[src/rtl/rdec_pkg.sv]
package rdec_pkg;

   // Target selector of the configuration write port.
   typedef enum logic {
      CFG_BOUND = 1'b0,
      CFG_ECC   = 1'b1
   } cfg_tgt_e;

   // Smallest row count the decoder accepts.
   localparam int RDEC_MIN_ROWS = 2;

endpackage

[src/rtl/rdec_cfg_regs.sv]
module rdec_cfg_regs
   import rdec_pkg::*;
#(
   parameter int NUM_ROWS = 8,
   parameter int BND_W    = 8,
   parameter int IDX_W    = 3
) (
   input  logic                      clk,
   input  logic                      rst_n,
   input  logic                      cfg_we,
   input  cfg_tgt_e                  cfg_tgt,
   input  logic [IDX_W-1:0]          cfg_idx,
   input  logic [BND_W-1:0]          cfg_wdata,
   output logic [NUM_ROWS*BND_W-1:0] bnd_flat,
   output logic [NUM_ROWS-1:0]       ecc_vec
);

   for (genvar r = 0; r < NUM_ROWS; r++) begin : g_row
      logic             sel;
      logic [BND_W-1:0] bnd_q;
      logic             ecc_q;

      assign sel = cfg_we && (cfg_idx == IDX_W'(r));

      always_ff @(posedge clk or negedge rst_n) begin
         if (!rst_n) begin
            bnd_q <= '0;
         end else if (sel && (cfg_tgt == CFG_BOUND)) begin
            bnd_q <= cfg_wdata;
         end
      end

      always_ff @(posedge clk or negedge rst_n) begin
         if (!rst_n) begin
            ecc_q <= 1'b0;
         end else if (sel && (cfg_tgt == CFG_ECC)) begin
            ecc_q <= cfg_wdata[0];
         end
      end

      assign bnd_flat[r*BND_W +: BND_W] = bnd_q;
      assign ecc_vec[r]                 = ecc_q;
   end

   AST_BOUND_WRITE: assert property (@(posedge clk) disable iff (!rst_n)
      (cfg_we && cfg_tgt == CFG_BOUND && int'(cfg_idx) < NUM_ROWS)
      |=> (bnd_flat[$past(cfg_idx)*BND_W +: BND_W] == $past(cfg_wdata)));

   AST_ECC_WRITE: assert property (@(posedge clk) disable iff (!rst_n)
      (cfg_we && cfg_tgt == CFG_ECC && int'(cfg_idx) < NUM_ROWS)
      |=> (ecc_vec[$past(cfg_idx)] == $past(cfg_wdata[0])));

endmodule

[src/rtl/rdec_limit_chain.sv]
module rdec_limit_chain #(
   parameter int NUM_ROWS   = 8,
   parameter int BND_W      = 8,
   parameter int UNIT_SHIFT = 23,
   parameter int LIM_W      = BND_W + UNIT_SHIFT + 1
) (
   input  logic [NUM_ROWS*BND_W-1:0] bnd_flat,
   output logic [NUM_ROWS*LIM_W-1:0] base_flat,
   output logic [NUM_ROWS*LIM_W-1:0] lim_flat,
   output logic [NUM_ROWS-1:0]       empty_vec
);

   localparam logic [LIM_W-1:0] TOP_LIM = LIM_W'(1) << (BND_W + UNIT_SHIFT);

   for (genvar r = 0; r < NUM_ROWS; r++) begin : g_row
      logic [LIM_W-1:0] raw_w;
      logic [LIM_W-1:0] base_w;
      logic [LIM_W-1:0] lim_w;

      assign raw_w = LIM_W'(bnd_flat[r*BND_W +: BND_W]) << UNIT_SHIFT;

      if (r == 0) begin : g_first
         assign base_w = '0;
      end else begin : g_next
         assign base_w = g_row[r-1].lim_w;
      end

      // A zero above a populated row wraps to the top of memory.
      assign lim_w = ((raw_w == '0) && (base_w != '0)) ? TOP_LIM : raw_w;

      assign empty_vec[r]               = (lim_w <= base_w);
      assign base_flat[r*LIM_W +: LIM_W] = base_w;
      assign lim_flat[r*LIM_W +: LIM_W]  = lim_w;
   end

endmodule

[src/rtl/rdec_match.sv]
module rdec_match #(
   parameter int NUM_ROWS = 8,
   parameter int LIM_W    = 32,
   parameter int ADDR_W   = 32,
   parameter int IDX_W    = 3
) (
   input  logic [ADDR_W-1:0]         addr,
   input  logic [NUM_ROWS*LIM_W-1:0] base_flat,
   input  logic [NUM_ROWS*LIM_W-1:0] lim_flat,
   output logic                      hit,
   output logic [IDX_W-1:0]          row
);

   localparam int CMP_W = (ADDR_W > LIM_W) ? ADDR_W : LIM_W;

   logic [CMP_W-1:0]    addr_ext;
   logic [NUM_ROWS-1:0] in_rng;

   assign addr_ext = CMP_W'(addr);

   for (genvar r = 0; r < NUM_ROWS; r++) begin : g_cmp
      logic [CMP_W-1:0] lo_ext;
      logic [CMP_W-1:0] hi_ext;
      assign lo_ext    = CMP_W'(base_flat[r*LIM_W +: LIM_W]);
      assign hi_ext    = CMP_W'(lim_flat[r*LIM_W +: LIM_W]);
      assign in_rng[r] = (addr_ext >= lo_ext) && (addr_ext < hi_ext);
   end

   // Lowest index wins: scan downward so the last assignment is the lowest.
   always_comb begin
      hit = |in_rng;
      row = '0;
      for (int r = NUM_ROWS - 1; r >= 0; r--) begin
         if (in_rng[r]) begin
            row = IDX_W'(r);
         end
      end
   end

endmodule

[src/rtl/dram_row_decoder.sv]
module dram_row_decoder
   import rdec_pkg::*;
#(
   parameter int NUM_ROWS   = 8,
   parameter int BND_W      = 8,
   parameter int UNIT_SHIFT = 23,
   parameter int ADDR_W     = 32,
   parameter int IDX_W      = $clog2(NUM_ROWS),
   parameter int LIM_W      = BND_W + UNIT_SHIFT + 1
) (
   input  logic              clk,
   input  logic              rst_n,
   input  logic              cfg_we,
   input  logic              cfg_tgt,
   input  logic [IDX_W-1:0]  cfg_idx,
   input  logic [BND_W-1:0]  cfg_wdata,
   input  logic              addr_valid,
   input  logic [ADDR_W-1:0] addr,
   output logic              dec_valid,
   output logic              dec_hit,
   output logic [IDX_W-1:0]  dec_row,
   output logic              dec_ecc,
   input  logic [IDX_W-1:0]  qry_row,
   output logic [LIM_W-1:0]  qry_base,
   output logic [LIM_W-1:0]  qry_limit,
   output logic              qry_empty
);

   if (NUM_ROWS < RDEC_MIN_ROWS) begin : g_bad_rows
      $fatal(1, "NUM_ROWS below minimum");
   end
   if (IDX_W != $clog2(NUM_ROWS)) begin : g_bad_idx
      $fatal(1, "IDX_W must be clog2(NUM_ROWS)");
   end
   if (LIM_W != BND_W + UNIT_SHIFT + 1) begin : g_bad_lim
      $fatal(1, "LIM_W must hold the top-of-memory limit");
   end

   logic [NUM_ROWS*BND_W-1:0] bnd_flat;
   logic [NUM_ROWS-1:0]       ecc_vec;
   logic [NUM_ROWS*LIM_W-1:0] base_flat;
   logic [NUM_ROWS*LIM_W-1:0] lim_flat;
   logic [NUM_ROWS-1:0]       empty_vec;
   logic                      hit_c;
   logic [IDX_W-1:0]          row_c;
   logic                      take_c;

   rdec_cfg_regs #(
      .NUM_ROWS (NUM_ROWS),
      .BND_W    (BND_W),
      .IDX_W    (IDX_W)
   ) u_regs (
      .clk       (clk),
      .rst_n     (rst_n),
      .cfg_we    (cfg_we),
      .cfg_tgt   (cfg_tgt_e'(cfg_tgt)),
      .cfg_idx   (cfg_idx),
      .cfg_wdata (cfg_wdata),
      .bnd_flat  (bnd_flat),
      .ecc_vec   (ecc_vec)
   );

   rdec_limit_chain #(
      .NUM_ROWS   (NUM_ROWS),
      .BND_W      (BND_W),
      .UNIT_SHIFT (UNIT_SHIFT),
      .LIM_W      (LIM_W)
   ) u_chain (
      .bnd_flat  (bnd_flat),
      .base_flat (base_flat),
      .lim_flat  (lim_flat),
      .empty_vec (empty_vec)
   );

   rdec_match #(
      .NUM_ROWS (NUM_ROWS),
      .LIM_W    (LIM_W),
      .ADDR_W   (ADDR_W),
      .IDX_W    (IDX_W)
   ) u_match (
      .addr      (addr),
      .base_flat (base_flat),
      .lim_flat  (lim_flat),
      .hit       (hit_c),
      .row       (row_c)
   );

   assign take_c = addr_valid && hit_c;

   always_ff @(posedge clk or negedge rst_n) begin
      if (!rst_n) begin
         dec_valid <= 1'b0;
         dec_hit   <= 1'b0;
         dec_row   <= '0;
         dec_ecc   <= 1'b0;
      end else begin
         dec_valid <= addr_valid;
         dec_hit   <= take_c;
         dec_row   <= take_c ? row_c : '0;
         dec_ecc   <= take_c && ecc_vec[row_c];
      end
   end

   always_ff @(posedge clk or negedge rst_n) begin
      if (!rst_n) begin
         qry_base  <= '0;
         qry_limit <= '0;
         qry_empty <= 1'b1;
      end else begin
         qry_base  <= base_flat[qry_row*LIM_W +: LIM_W];
         qry_limit <= lim_flat[qry_row*LIM_W +: LIM_W];
         qry_empty <= empty_vec[qry_row];
      end
   end

   AST_DEC_FOLLOWS: assert property (@(posedge clk) disable iff (!rst_n)
      addr_valid |=> dec_valid);

   AST_DEC_IDLE: assert property (@(posedge clk) disable iff (!rst_n)
      !addr_valid |=> (!dec_valid && !dec_hit && !dec_ecc));

   AST_MISS_QUIET: assert property (@(posedge clk) disable iff (!rst_n)
      !dec_hit |-> (dec_row == '0 && !dec_ecc));

   AST_HIT_NOT_EMPTY: assert property (@(posedge clk) disable iff (!rst_n)
      take_c |-> !empty_vec[row_c]);

   AST_HIT_HAS_VALID: assert property (@(posedge clk) disable iff (!rst_n)
      dec_hit |-> dec_valid);

endmodule

[config.mk]
export PLATFORM = sky130hd
export DESIGN_NAME = dram_row_decoder
export DESIGN_NICKNAME = d
export VERILOG_FILES = /design/src/rtl/rdec_pkg.sv /design/src/rtl/rdec_cfg_regs.sv /design/src/rtl/rdec_limit_chain.sv /design/src/rtl/rdec_match.sv /design/src/rtl/dram_row_decoder.sv
export SDC_FILE = /design/constraint.sdc
export NUM_CORES = 1
export LEC_CHECK = 0
export ABC_AREA = 1
export ABC_CLOCK_PERIOD_IN_PS = 3400
export BUFFER_PORTS_ARGS = -buffer_cell sky130_fd_sc_hd__buf_2
export CAP_MARGIN = 20
export CORE_ASPECT_RATIO = 1.4
export CORE_MARGIN = 1
export CORE_UTILIZATION = 45
export CTS_CLUSTER_DIAMETER = 80
export DETAILED_ROUTE_END_ITERATION = 10
export SKIP_CTS_REPAIR_TIMING = 1
export SYNTH_ARGS = -nofsm -noshare
export SYNTH_HDL_FRONTEND = slang
export SYNTH_SLANG_ARGS = --single-unit
[constraint.sdc]
create_clock -name clk -period 3.4 [get_ports clk]
set_input_delay 0.17 -clock clk [delete_from_list [all_inputs] [get_ports clk]]
set_output_delay 0.17 -clock clk [all_outputs]
set_load 0.005 [all_outputs]
==> run summary, run 1 <==
For the number of buffers added by the clock tree synthesis step, the log shows 9. The run gives 0 as the initial antenna violation count. For the number of standard-cell rows in the floorplan, the log shows 60.

Summed over all nets, the half-perimeter wirelength after detailed placement is 22.3 mm. Counting flops with an async set or reset pin after synthesis yields a share of 100%. After detailed routing, the average wire length per cell comes to 18.5 um. Number of global-route vias before repair: 7,594.

After synthesis the netlist holds a flip-flop and latch count of 97. In this run the cell area measured after placement is 0.00932 mm2. The dominant cell type by count on the critical path was nand2_1.

From synthesis to final layout, the design area changed by 10.6%. 0 antenna diodes ended up in the layout. Using the TritonRoute via totals, the vias-per-cell ratio works out to 5.47. The run gives 5.30 mW as the post-route total power. The detail route stage leaves a number of antenna-violating nets equal to 0. The layer flagged by global routing as most heavily used is met2. After synthesis, flip-flops and latches occupy 27.5% of the total area. The largest fanout of any net on the critical path is 7. Type of element capturing the critical path: a flop. The die height is 168 um, and the wire length of the first global-routing pass is 42.9 mm. Family with the most delay on the worst path: simple AND/OR/NAND/NOR gates. The library cell used most frequently in the layout, excluding fill and tap cells, is nand2_1.

For this run, global-route usage on met1 was measured as 37.2%. The synthesized instance count came out at 1,195. Setup repair after global routing could not meet its margin everywhere. The multi-input combinational cells in the finished layout cover a total of 0.00536 mm2. For this run, the slowest stage of the critical path takes 0.43 ns. In the final layout, flip-flops and latches occupy 0.00243 mm2.

The final worst clock skew is 0.0126 ns, and the global-route met2 utilization is 47.7%. For this design the static power due to leakage is 4.99 nW. The final cycle utilization of the critical path was 97.8%; the data required time of the critical path was 3.65 ns. TritonCTS built the clock tree.

The worst register-to-register path has a setup slack of 0.07 ns. The max-capacitance violation count was 0; the pin count of the biggest net entering global routing was 69. The number of top-level pins is 122, and the number of setup violations in the final report is 0. Among all flip-flop cells after synthesis, the most frequent one is dfrtp_1.

The maximum clock insertion buffer count is 2, and the number of port buffers is 75. For the global placement routability congestion, the log shows 0.968. The count of TritonRoute iterations in the first routing pass was 5; the worst IR drop on VDD was 364 uV. Yosys printed 0 warnings. Number of remaining DRC errors: 0. The die area came out at 0.0202 mm2.

The clock latency on the worst-skew pair was 0.36 ns; the maximum level of the CTS H-tree was 3. Data on the critical path arrives at its endpoint at 3.58 ns. The final layout contains 1,439 nets. Worst path buffer plus inverter count: 4. Across every metal layer, demand over resource in global routing totals 28.5%. For the wire length after detailed routing, the log shows 28.0 mm. The peak clock frequency supported by timing came out at 0.301 GHz. The tools report the worst slew margin relative to its limit as 41.7%.

The type of element launching the critical path is a flop. Measured along the x axis, the die boundary spans 120 um. The number of hold-slack violations in the final timing report is 0, and the final critical path time including I/O delays and setup is 3.33 ns. The clock root buffer was clkbuf_16.

After synthesis, the mean cell area works out to 7.38 um2. With fillers left out, the area of the finished cells amounts to 0.00976 mm2. The combined area of all synthesized cells was 0.00882 mm2; the actual transition at the worst max-transition pin was 0.874 ns. The library cells used most frequently in the layout, excluding fill and tap cells, are 252 x nand2_1, 131 x ha_1, 121 x inv_1.

Prior to clock tree synthesis, the placed netlist has a worst setup slack of 0.0273 ns. The tools report the number of fill cells in the layout as 1,976. In this run, synthesis inferred 0 flip-flops with an integrated enable.

The number of max-slew violations in the final report was 0; the area of the core region was 0.0192 mm2. The initial utilization of the core area, before any placement, comes to 45.9%. The worst setup path is of the flop to flop kind. The share of post-route cells with drive strength above 1 came out at 15.9%.

Global routing used 2.83% of the available met3 tracks. The total via count in the routed design is 8,252, and the post-CTS clock slew at the launch and capture registers of the worst setup and hold paths is 0.07 ns. Power spread over the standard cell area amounts to 543 mW/mm2. The worst hold path class is input pin to flop. Slowest stage cell on the critical path: dfrtp_1.

The iteration-0 DRC count of the detailed router was 709. The run finished with clean final reports. After synthesis, the netlist uses 52 different library cells.

The tree built by TritonCTS fans out to 97 sinks. The remaining global-route overflow is 0. In the post-route analysis, the smallest setup slack over all paths is 0.0745 ns.
-- cell type report --
| class | count | area share (%) |
|---|---|---|
| Timing Repair Buffer | 134 | 8.46 |
| Inverter | 136 | 5.26 |
| Clock buffer | 9 | 2.31 |
| Tap cell | 248 | 3.18 |
| Multi-Input combinational cell | 878 | 54.9 |
| Clock inverter | 7 | 1.03 |
| Sequential cell | 97 | 24.9 |
-- worst paths after layout --
| path | from | end | depth (start not counted) |
|---|---|---|---|
| worst max-delay path | u_regs.g_row[1].bnd_q[2]$_DFFE_PN0P_ | dec_ecc$_DFF_PN0_ | 27 |
| worst min-delay path | cfg_tgt | u_regs.g_row[7].ecc_q$_DFFE_PN0P_ | 2 |
| worst max register to register | u_regs.g_row[1].bnd_q[2]$_DFFE_PN0P_ | dec_ecc$_DFF_PN0_ | 27 |
| worst min register to register | u_regs.g_row[0].ecc_q$_DFFE_PN0P_ | u_regs.g_row[0].ecc_q$_DFFE_PN0P_ | 2 |
| max in group asynchronous | rst_n | u_regs.g_row[5].bnd_q[5]$_DFFE_PN0P_ | 3 |
| min in group asynchronous | rst_n | qry_limit[30]$_DFF_PN0_ | 2 |
-- logic make-up (layout without fill, tap and decap cells) --
| logic type | Yosys count | in the layout | synth area share [%] |
|---|---|---|---|
| other | 1 | 46 | 0.0425 |
| adder cells (fa/ha/maj) | 132 | 132 | 18.7 |
| AO/OA/AOI/OAI | 274 | 274 | 17.8 |
| buffers and inverters | 265 | 286 | 14.2 |
| flip-flops | 97 | 97 | 27.5 |
| AND/OR/NAND/NOR | 426 | 426 | 21.7 |
-- cells in the mapped netlist (2+ instances only) --
master	instances	area, um2
nor3_1	13	65.1
inv_1	121	454
nand2_4	5	56.3
nand2_2	3	18.8
dfrtp_1	96	2400
buf_4	46	345
nand3b_1	3	22.5
o22ai_1	8	50.1
a31oi_1	3	18.8
nand4_4	3	63.8
a22oi_1	4	30.0
a21oi_1	85	425
ha_1	132	1650
a21oi_2	2	17.5
a221o_1	2	20.0
o221ai_1	7	61.3
nor3b_1	2	15.0
clkbuf_8	8	110
buf_1	2	7.51
nor4_1	7	43.8
a221oi_1	10	87.6
nor4_4	2	42.5
nor2_1	75	282
o21a_1	8	60.1
a32oi_1	4	35.0
nand3_1	35	175
nor2_2	4	25.0
o21ai_0	117	586
a211oi_1	8	60.1
o21ai_1	5	25.0
nor4_2	2	25.0
o211ai_1	3	22.5
o21bai_1	3	22.5
inv_2	13	48.8
nand2_1	256	961
nand4_1	10	62.6
clkbuf_1	73	274
-- sequential cells by signal (all words and copies together) (netlist names) --
signal and count:
dec_valid 1, u_regs.g_row.ecc_q 8, qry_limit 9, dec_hit 1, dec_ecc 1, u_regs.g_row.bnd_q 64
qry_base 9, dec_row 3, qry_empty 1
-- worst reg2reg max path: cells and delay by family, from the launching register on --
family | cells | cell delay, ns
AND/OR/NAND/NOR | 19 | 1.57
flip-flops | 1 | 0.43
AO/OA/AOI/OAI | 3 | 0.46
buffers and inverters | 4 | 0.46
adder cells (fa/ha/maj) | 1 | 0.32
-- through the flow --
step	hold slack, ns	utilization, %	TNS [ns]	std cells
2_1_floorplan	-0.126	-	0	1240
3_3_place_gp	0.293	48.5	0	1485
3_5_place_dp	0.303	48.5	0	1485
4_1_cts	-0.0716	50.2	0	1501
5_1_grt	0.159	50.8	-0.161	1509
6_report	0.152	50.8	0	1509
-- per-layer routing --
layer  up-vias  wire [um]  part of all wire [%]
li1       4017          -                     -
met1      3803      11900                    42
met2       374      13300                    47
met3        58       1760                   6.3
met4         0       1070                   3.8
met5         -          0                     0
-- power breakdown --
part           switching, mW  leakage, nW  internal [mW]
clock                  0.492        0.154          0.652
combinational           1.58         3.61           1.01
sequential             0.177         1.23           1.38
(Power assumes the default switching activity.)
==> inputs of run 2 (changes only) <==
--- a/config.mk
+++ b/config.mk
@@ -16,2 +16,3 @@
 export DETAILED_ROUTE_END_ITERATION = 10
+export RECOVER_POWER = 100
 export SKIP_CTS_REPAIR_TIMING = 1
--- a/constraint.sdc
+++ b/constraint.sdc
@@ -3,2 +3,2 @@
 set_output_delay 0.17 -clock clk [all_outputs]
-set_load 0.005 [all_outputs]
+set_load 0.02 [all_outputs]
==> run 2 against run 1 <==
The flow now finishes with violations (capacitance limit, slew limit). Via count is 0.74% lower. Global-route usage stayed put. Flip-flop and latch count stayed put. Sequential power hardly changed. Final cell count stayed put. Die area stayed put. Clock skew hardly changed. Sequential share of layout area is 0.14 points higher. Wire length is 0.30% higher. Power is 1.6% higher. Highest routed layer unchanged.
==> run summary, run 2 (same netlist as run 1, synthesis figures left out) <==
The flow ran to the end, but the final reports show violations. The final reports fail on capacitance limit, slew limit. The number of top-level pins came out at 122 (unchanged). The antenna cell count was 0 (unchanged). The wire length per cell after detailed routing is 18.6 um (was 18.5 um). The type of element capturing the critical path was a flop (unchanged). The initial antenna violation count was 0 (unchanged).

The post-route non-filler standard cell count is 1,509 (unchanged), and the total placed cells including tap cells is 1,485 (unchanged). The tools report the number of buffers added by the clock tree synthesis step as 9 (unchanged). The maximum clock insertion buffer count is 2 (unchanged), and the number of max-slew violations in the final report is 69 (was 0).

The depth of the worst hold-timing path is 4 (was 2). The tools report the area of the core region as 0.0192 mm2 (unchanged). The tools report the final layout net count as 1,439 (unchanged). The largest fanout of any net on the critical path is 7 (unchanged). Most used cells in the layout excluding fill and tap cells: 252 x nand2_1, 131 x ha_1, 121 x inv_1 (unchanged).

The worst hold slack is 0.158 ns (was 0.152 ns). The number of remaining DRC errors was 0 (unchanged); the remaining antenna violation count was 0 (unchanged). The run gives 5.38 mW (was 5.30 mW) as the post-route total power. The cell count of the worst reg-to-reg path came out at 27 (unchanged).

The tools report the worst slew margin relative to its limit as -12.5% (was 41.7%). The largest register by flop count was u_regs.g_row.bnd_q (unchanged). The final worst clock skew is 0.0121 ns (was 0.0126 ns). Number of clock sinks: 97 (unchanged). The clock latency on the worst-skew pair is 0.36 ns (about the same).

The endpoint of the worst hold path is u_regs.g_row[0].ecc_q$_DFFE_PN0P_ (was u_regs.g_row[7].ecc_q$_DFFE_PN0P_). The data required time of the critical path is 3.65 ns (about the same). The slowest stage cell on the critical path was dfrtp_1 (unchanged). The placed wire-length estimate is 22.3 mm (unchanged). The share of post-route cells with drive strength above 1 is 13.2% (was 15.9%).

TritonCTS built the clock tree. For the data arrival at the endpoint of the critical path, the log shows 3.59 ns (was 3.58 ns). The final cycle utilization of the critical path was 98.1% (was 97.8%); the wire length after detailed routing was 28.0 mm (about the same). The dominant cell type by count on the critical path is nand2_1 (unchanged). The remaining global-route overflow is 0 (unchanged), and the number of hold-slack violations in the final timing report is 0 (unchanged).

The starting density of the core came out at 45.9% (unchanged). The number of port buffers was 75 (unchanged); the global placement routability congestion was 0.968 (unchanged). The final critical path time including I/O delays and setup was 3.33 ns (about the same). The maximum level of the CTS H-tree was 3 (unchanged). The delay of the slowest cell on the worst path works out to 0.42 ns (was 0.43 ns).

The average vias per placed instance works out to 5.43 (was 5.47). The worst IR drop on VDD is 365 uV (was 364 uV), and the number of global-route vias before repair is 7,594 (unchanged). The logs give 69 (unchanged) for the pin count of the biggest net entering global routing and 8,191 (was 8,252) for the total via count in the routed design.

The run gives 4.88 nW (was 4.99 nW) as the leakage dissipation. Largest registers: u_regs.g_row.bnd_q x64, qry_base x9, qry_limit x9 (unchanged). Die height: 168 um (unchanged). The wire length of the first global-routing pass came out at 42.9 mm (unchanged). The end of the worst register-to-register path was dec_ecc$_DFF_PN0_ (unchanged). Setup repair after global routing could not meet its margin everywhere. Most common cell after layout, fill and taps aside: nand2_1 (unchanged). The category of the critical setup timing path was flop to flop (unchanged). The post-CTS clock slew at the launch and capture registers of the worst setup and hold paths is 0.07 ns (about the same).

The tools report the die area as 0.0202 mm2 (unchanged). The area growth from synthesis to final layout was 10.0% (was 10.6%). The worst hold path class is input pin to flop (unchanged).

The tools report the type of element launching the critical path as a flop (unchanged). The tools report the total routing usage reported by global routing as 28.5% (unchanged). The peak clock frequency supported by timing came out at 0.300 GHz (was 0.301 GHz). The iteration-0 DRC count of the detailed router was 724 (was 709); the max-capacitance violation count was 1 (was 0).

The tools report the critical hold path startpoint as cfg_idx[2] (was cfg_tgt). The actual transition at the worst max-transition pin was 1.69 ns (was 0.874 ns). Number of setup violations in the final report: 0 (unchanged). The flip-flop count of the largest register, all copies and words added is 64 (unchanged). The number of standard-cell rows in the floorplan is 60 (unchanged), and the worst setup slack for register-to-register paths is 0.07 ns (about the same). The die width is 120 um (unchanged), and the count of TritonRoute iterations in the first routing pass is 5 (unchanged).

Origin of the critical flop-to-flop path: u_regs.g_row[1].bnd_q[2]$_DFFE_PN0P_ (unchanged). The clock root buffer was clkbuf_16 (unchanged). The ratio of total power to cell area is 555 mW/mm2 (was 543 mW/mm2).
==> run 2: cell count changes in the layout (fill, tap and decap cells not counted), sizes merged <==
cell    previous run  this run
buf              132        98
clkbuf             9        43
==> run 2: final cells by class <==
cell class / instances / area (um2)
Fill cell: 1999 / 9510
Timing Repair Buffer: 134 / 772
Inverter: 136 / 513
Tap cell: 248 / 310
Clock buffer: 9 / 225
Clock inverter: 7 / 100
Sequential cell: 97 / 2430
Multi-Input combinational cell: 878 / 5360
==> run 2: critical path: cells and delay by family (launching register included) <==
| kind | cells | cell delay [ns] |
|---|---|---|
| simple gates | 19 | 1.57 |
| buf+inv | 4 | 0.46 |
| compound gates | 3 | 0.45 |
| flops | 1 | 0.42 |
| fa+ha+maj | 1 | 0.32 |
==> run 2: power breakdown <==
group | switching, mW | total (mW) | internal (mW)
sequential | 0.177 | 1.56 | 1.38
clock | 0.496 | 1.15 | 0.652
combinational | 1.68 | 2.67 | 0.990
==> run 2: layer usage <==
| metal | GRT usage, % | wire [um] |
|---|---|---|
| met5 | 0 | 0 |
| met4 | 12.1 | 1060 |
| met3 | 2.83 | 1690 |
| met2 | 47.7 | 13400 |
| met1 | 37.2 | 11900 |
==> run 2: worst max-delay path by stage <==
stage / startpoint / endpoint / cells after the start
after CTS: u_regs.g_row[0].bnd_q[1]$_DFFE_PN0P_ / dec_ecc$_DFF_PN0_ / 26
after global routing: u_regs.g_row[0].bnd_q[6]$_DFFE_PN0P_ / dec_ecc$_DFF_PN0_ / 28
final: u_regs.g_row[1].bnd_q[2]$_DFFE_PN0P_ / dec_ecc$_DFF_PN0_ / 27
after detailed placement: u_regs.g_row[0].bnd_q[1]$_DFFE_PN0P_ / dec_ecc$_DFF_PN0_ / 26
after floorplan: u_regs.g_row[1].bnd_q[6]$_DFFE_PN0P_ / dec_ecc$_DFF_PN0_ / 30
after global placement: u_regs.g_row[0].bnd_q[1]$_DFFE_PN0P_ / dec_ecc$_DFF_PN0_ / 25
==> run 2: through the flow <==
stage               utilization, %  TNS (ns)  cell area, um2  worst slack (ns)
global placement              48.5         0            9320            0.0922
finish                        50.5         0            9700            0.0662
detailed placement            48.5         0            9320            0.0273
floorplan                        -         0            8990             0.522
global route                  50.5    -0.161            9700            -0.152
CTS                           50.2         0            9650            0.0153
==> inputs of run 3 (changes only) <==
--- a/constraint.sdc
+++ b/constraint.sdc
@@ -3,2 +3,2 @@
 set_output_delay 0.17 -clock clk [all_outputs]
-set_load 0.02 [all_outputs]
+set_load 0.005 [all_outputs]
==> run 3 against run 2 <==
Sequential share of layout area fell by 0.055 points. Largest power group unchanged. Largest cell class unchanged. Power fell by 1.7%. Combinational power fell by 3%. Worst setup slack improved by 0.0086 ns. Final cell count did not move. Critical path type unchanged. The run still ends with capacitance limit, slew limit left. Via count rose by 0.71%. Register-to-register slack barely moved. Non-clock buffer count did not move.
==> run summary, run 3 (same netlist as run 1, synthesis figures left out) <==
The sequential share of power is 29.5% (was 29.0%). The tools report the worst setup slack after layout as 0.0748 ns (was 0.0662 ns). The run gives 365 uV (about the same) as the worst IR drop on VDD.

Flip-flop count of the largest register, all copies and words added: 64 (unchanged). Data arrival at the endpoint of the critical path: 3.58 ns (was 3.59 ns). For the post-route total power, the log shows 5.29 mW (was 5.38 mW). The tools report the number of hold-slack violations in the final timing report as 0 (unchanged). Iteration-0 DRC count of the detailed router: 694 (was 724). The peak clock frequency supported by timing was 0.301 GHz (was 0.300 GHz); the area growth from synthesis to final layout was 10.3% (was 10.0%).

The run finished, with violations left. The post-route non-filler standard cell count is 1,509 (unchanged). The tools report the number of remaining DRC errors as 0 (unchanged). The max-capacitance violation count is 1 (unchanged). The clock root buffer was clkbuf_16 (unchanged). The number of max-slew violations in the final report is 69 (unchanged), and the leakage dissipation is 4.94 nW (was 4.88 nW). The final cycle utilization of the critical path came out at 97.8% (was 98.1%). The worst slew margin relative to its limit is -12.2% (was -12.5%). The actual transition at the worst max-transition pin is 1.68 ns (was 1.69 ns). The run gives 3.65 ns (about the same) as the data required time of the critical path.

The run gives 0 (unchanged) as the number of setup violations in the final report. The die height is 168 um (unchanged). Clock latency on the worst-skew pair: 0.36 ns (about the same). Violated checks: capacitance limit, slew limit (unchanged).

The post-CTS clock slew at the launch and capture registers of the worst setup and hold paths is 0.07 ns (about the same), and the number of clock sinks is 97 (unchanged). The number of fill cells in the layout is 1,987 (was 1,999), and the share of total power in combinational logic is 48.8% (was 49.7%). For the placed wire-length estimate, the log shows 22.3 mm (unchanged). The wire length per cell after detailed routing is 18.6 um (about the same).

The tools report the count of TritonRoute iterations in the first routing pass as 6 (was 5). The most common cell after layout, fill and taps aside is nand2_1 (unchanged). The part of the power in the clock network is 21.7% (was 21.3%). Largest register by flop count: u_regs.g_row.bnd_q (unchanged). The switching portion of total power is 42.6% (was 43.8%), and the number of standard-cell rows in the floorplan is 60 (unchanged). The total via count in the routed design came out at 8,249 (was 8,191).

The tools report the remaining antenna violation count as 0 (unchanged). The worst hold slack is 0.160 ns (was 0.158 ns), and the remaining global-route overflow is 0 (unchanged). The cell-internal power is 3.04 mW (was 3.03 mW), and the global placement routability congestion is 0.968 (unchanged). For the number of global-route vias before repair, the log shows 7,594 (unchanged). For the worst setup slack for register-to-register paths, the log shows 0.07 ns (about the same). The core utilization of the finished layout was 50.6% (was 50.5%); the average vias per placed instance was 5.47 (was 5.43). Largest registers: u_regs.g_row.bnd_q x64, qry_base x9, qry_limit x9 (unchanged). The wire length of the first global-routing pass is 42.9 mm (unchanged). Most used cells in the layout excluding fill and tap cells: 252 x nand2_1, 131 x ha_1, 121 x inv_1 (unchanged). The tools report the pin count of the biggest net entering global routing as 69 (unchanged). The number of port buffers was 75 (unchanged); the maximum clock insertion buffer count was 2 (unchanged). The tools report the total placed cells including tap cells as 1,485 (unchanged). The die width was 120 um (unchanged). The final critical path time including I/O delays and setup came out at 3.33 ns (about the same). The area of the core region was 0.0192 mm2 (unchanged); the share of post-route cells with drive strength above 1 was 14.6% (was 13.2%). The initial antenna violation count was 0 (unchanged). TritonCTS built the clock tree.

The die area came out at 0.0202 mm2 (unchanged). The type of element launching the critical path is a flop (unchanged). The summed negative setup slack over all endpoints was 0 ns (unchanged); the finished layout cell area was 0.00973 mm2 (was 0.00970 mm2).

For the number of top-level pins, the log shows 122 (unchanged). The run gives 1,439 (unchanged) as the final layout net count. The ratio of total power to cell area works out to 544 mW/mm2 (was 555 mW/mm2). For the worst slack at placement, the log shows 0.0273 ns (unchanged). For the starting density of the core, the log shows 45.9% (unchanged). Category of the critical setup timing path: flop to flop (unchanged).

The switching power of the nets is 2.25 mW (was 2.36 mW), and the total routing usage reported by global routing is 28.5% (unchanged). The final worst clock skew came out at 0.0122 ns (was 0.0121 ns). Area of placed instances: 0.00932 mm2 (unchanged). Worst hold path class: input pin to flop (unchanged). The maximum level of the CTS H-tree was 3 (unchanged); the wire length after detailed routing was 28.0 mm (about the same).

The antenna cell count is 0 (unchanged). The type of element capturing the critical path was a flop (unchanged). For the number of buffers added by the clock tree synthesis step, the log shows 9 (unchanged). Setup repair after global routing could not meet its margin everywhere. The largest fanout of any net on the critical path works out to 7 (unchanged).
run 3: cell count changes in the layout (fill, tap and decap cells not counted), sizes merged:
cell    previous run  this run
buf               98       115
clkbuf            43        26
run 3: worst paths after layout:
check                           cells past startpoint                                 start                              endpoint
max in group asynchronous                           3                                 rst_n                  dec_row[2]$_DFF_PN0_
min in group asynchronous                           2                                 rst_n  u_regs.g_row[1].bnd_q[4]$_DFFE_PN0P_
worst max-delay path                               27  u_regs.g_row[1].bnd_q[2]$_DFFE_PN0P_                     dec_ecc$_DFF_PN0_
worst max register to register                     27  u_regs.g_row[1].bnd_q[2]$_DFFE_PN0P_                     dec_ecc$_DFF_PN0_
worst min-delay path                                4                            cfg_idx[2]     u_regs.g_row[0].ecc_q$_DFFE_PN0P_
worst min register to register                      2     u_regs.g_row[0].ecc_q$_DFFE_PN0P_     u_regs.g_row[0].ecc_q$_DFFE_PN0P_
run 3: layer usage:
| layer | up-vias | share of wire (%) | GRT usage (%) |
|---|---|---|---|
| li1 | 4019 | - | - |
| met4 | 0 | 3.8 | 12.1 |
| met2 | 351 | 47 | 47.7 |
| met5 | - | 0 | 0 |
| met3 | 59 | 6.5 | 2.83 |
| met1 | 3820 | 42 | 37.2 |
run 3: cell type report:
type                       count  area [um2]  area share [%]
clock buffer                   9         225            2.32
clock inverter                 7         100            1.03
inverter                     136         513            5.27
multi-input combinational    878        5360            55.1
sequential                    97        2430            25.0
tap                          248         310            3.19
timing repair buffer         134         793            8.16
run 3: power by group through the flow:
stage,Clock [mW],Sequential (mW),Combinational [mW]
finish,1.15,1.56,2.58
CTS,1.16,1.56,2.51
global placement,0,1.57,2.47
detailed placement,0,1.58,2.50
global route,1.19,1.59,2.91
floorplan,0,1.59,1.70
run 3: critical path: stages (launching register included):
cell	delay [ns]
dfrtp_1	0.42
inv_2	0.13
nand4_4	0.14
nor2_8	0.15
nand2_4	0.08
nand4_4	0.08
nand2_4	0.09
a21oi_4	0.17
inv_4	0.07
nand2_4	0.06
nand2_4	0.06
ha_1	0.32
nand2_1	0.08
nor2_1	0.13
nand2_1	0.09
nor2_2	0.10
nor2_2	0.05
nand2_1	0.05
nand2_1	0.06
o21ai_1	0.09
buf_4	0.16
nand2_1	0.07
a21oi_2	0.19
inv_1	0.10
nand3_1	0.09
nand3_1	0.07
nand2_1	0.06
nor2_1	0.05
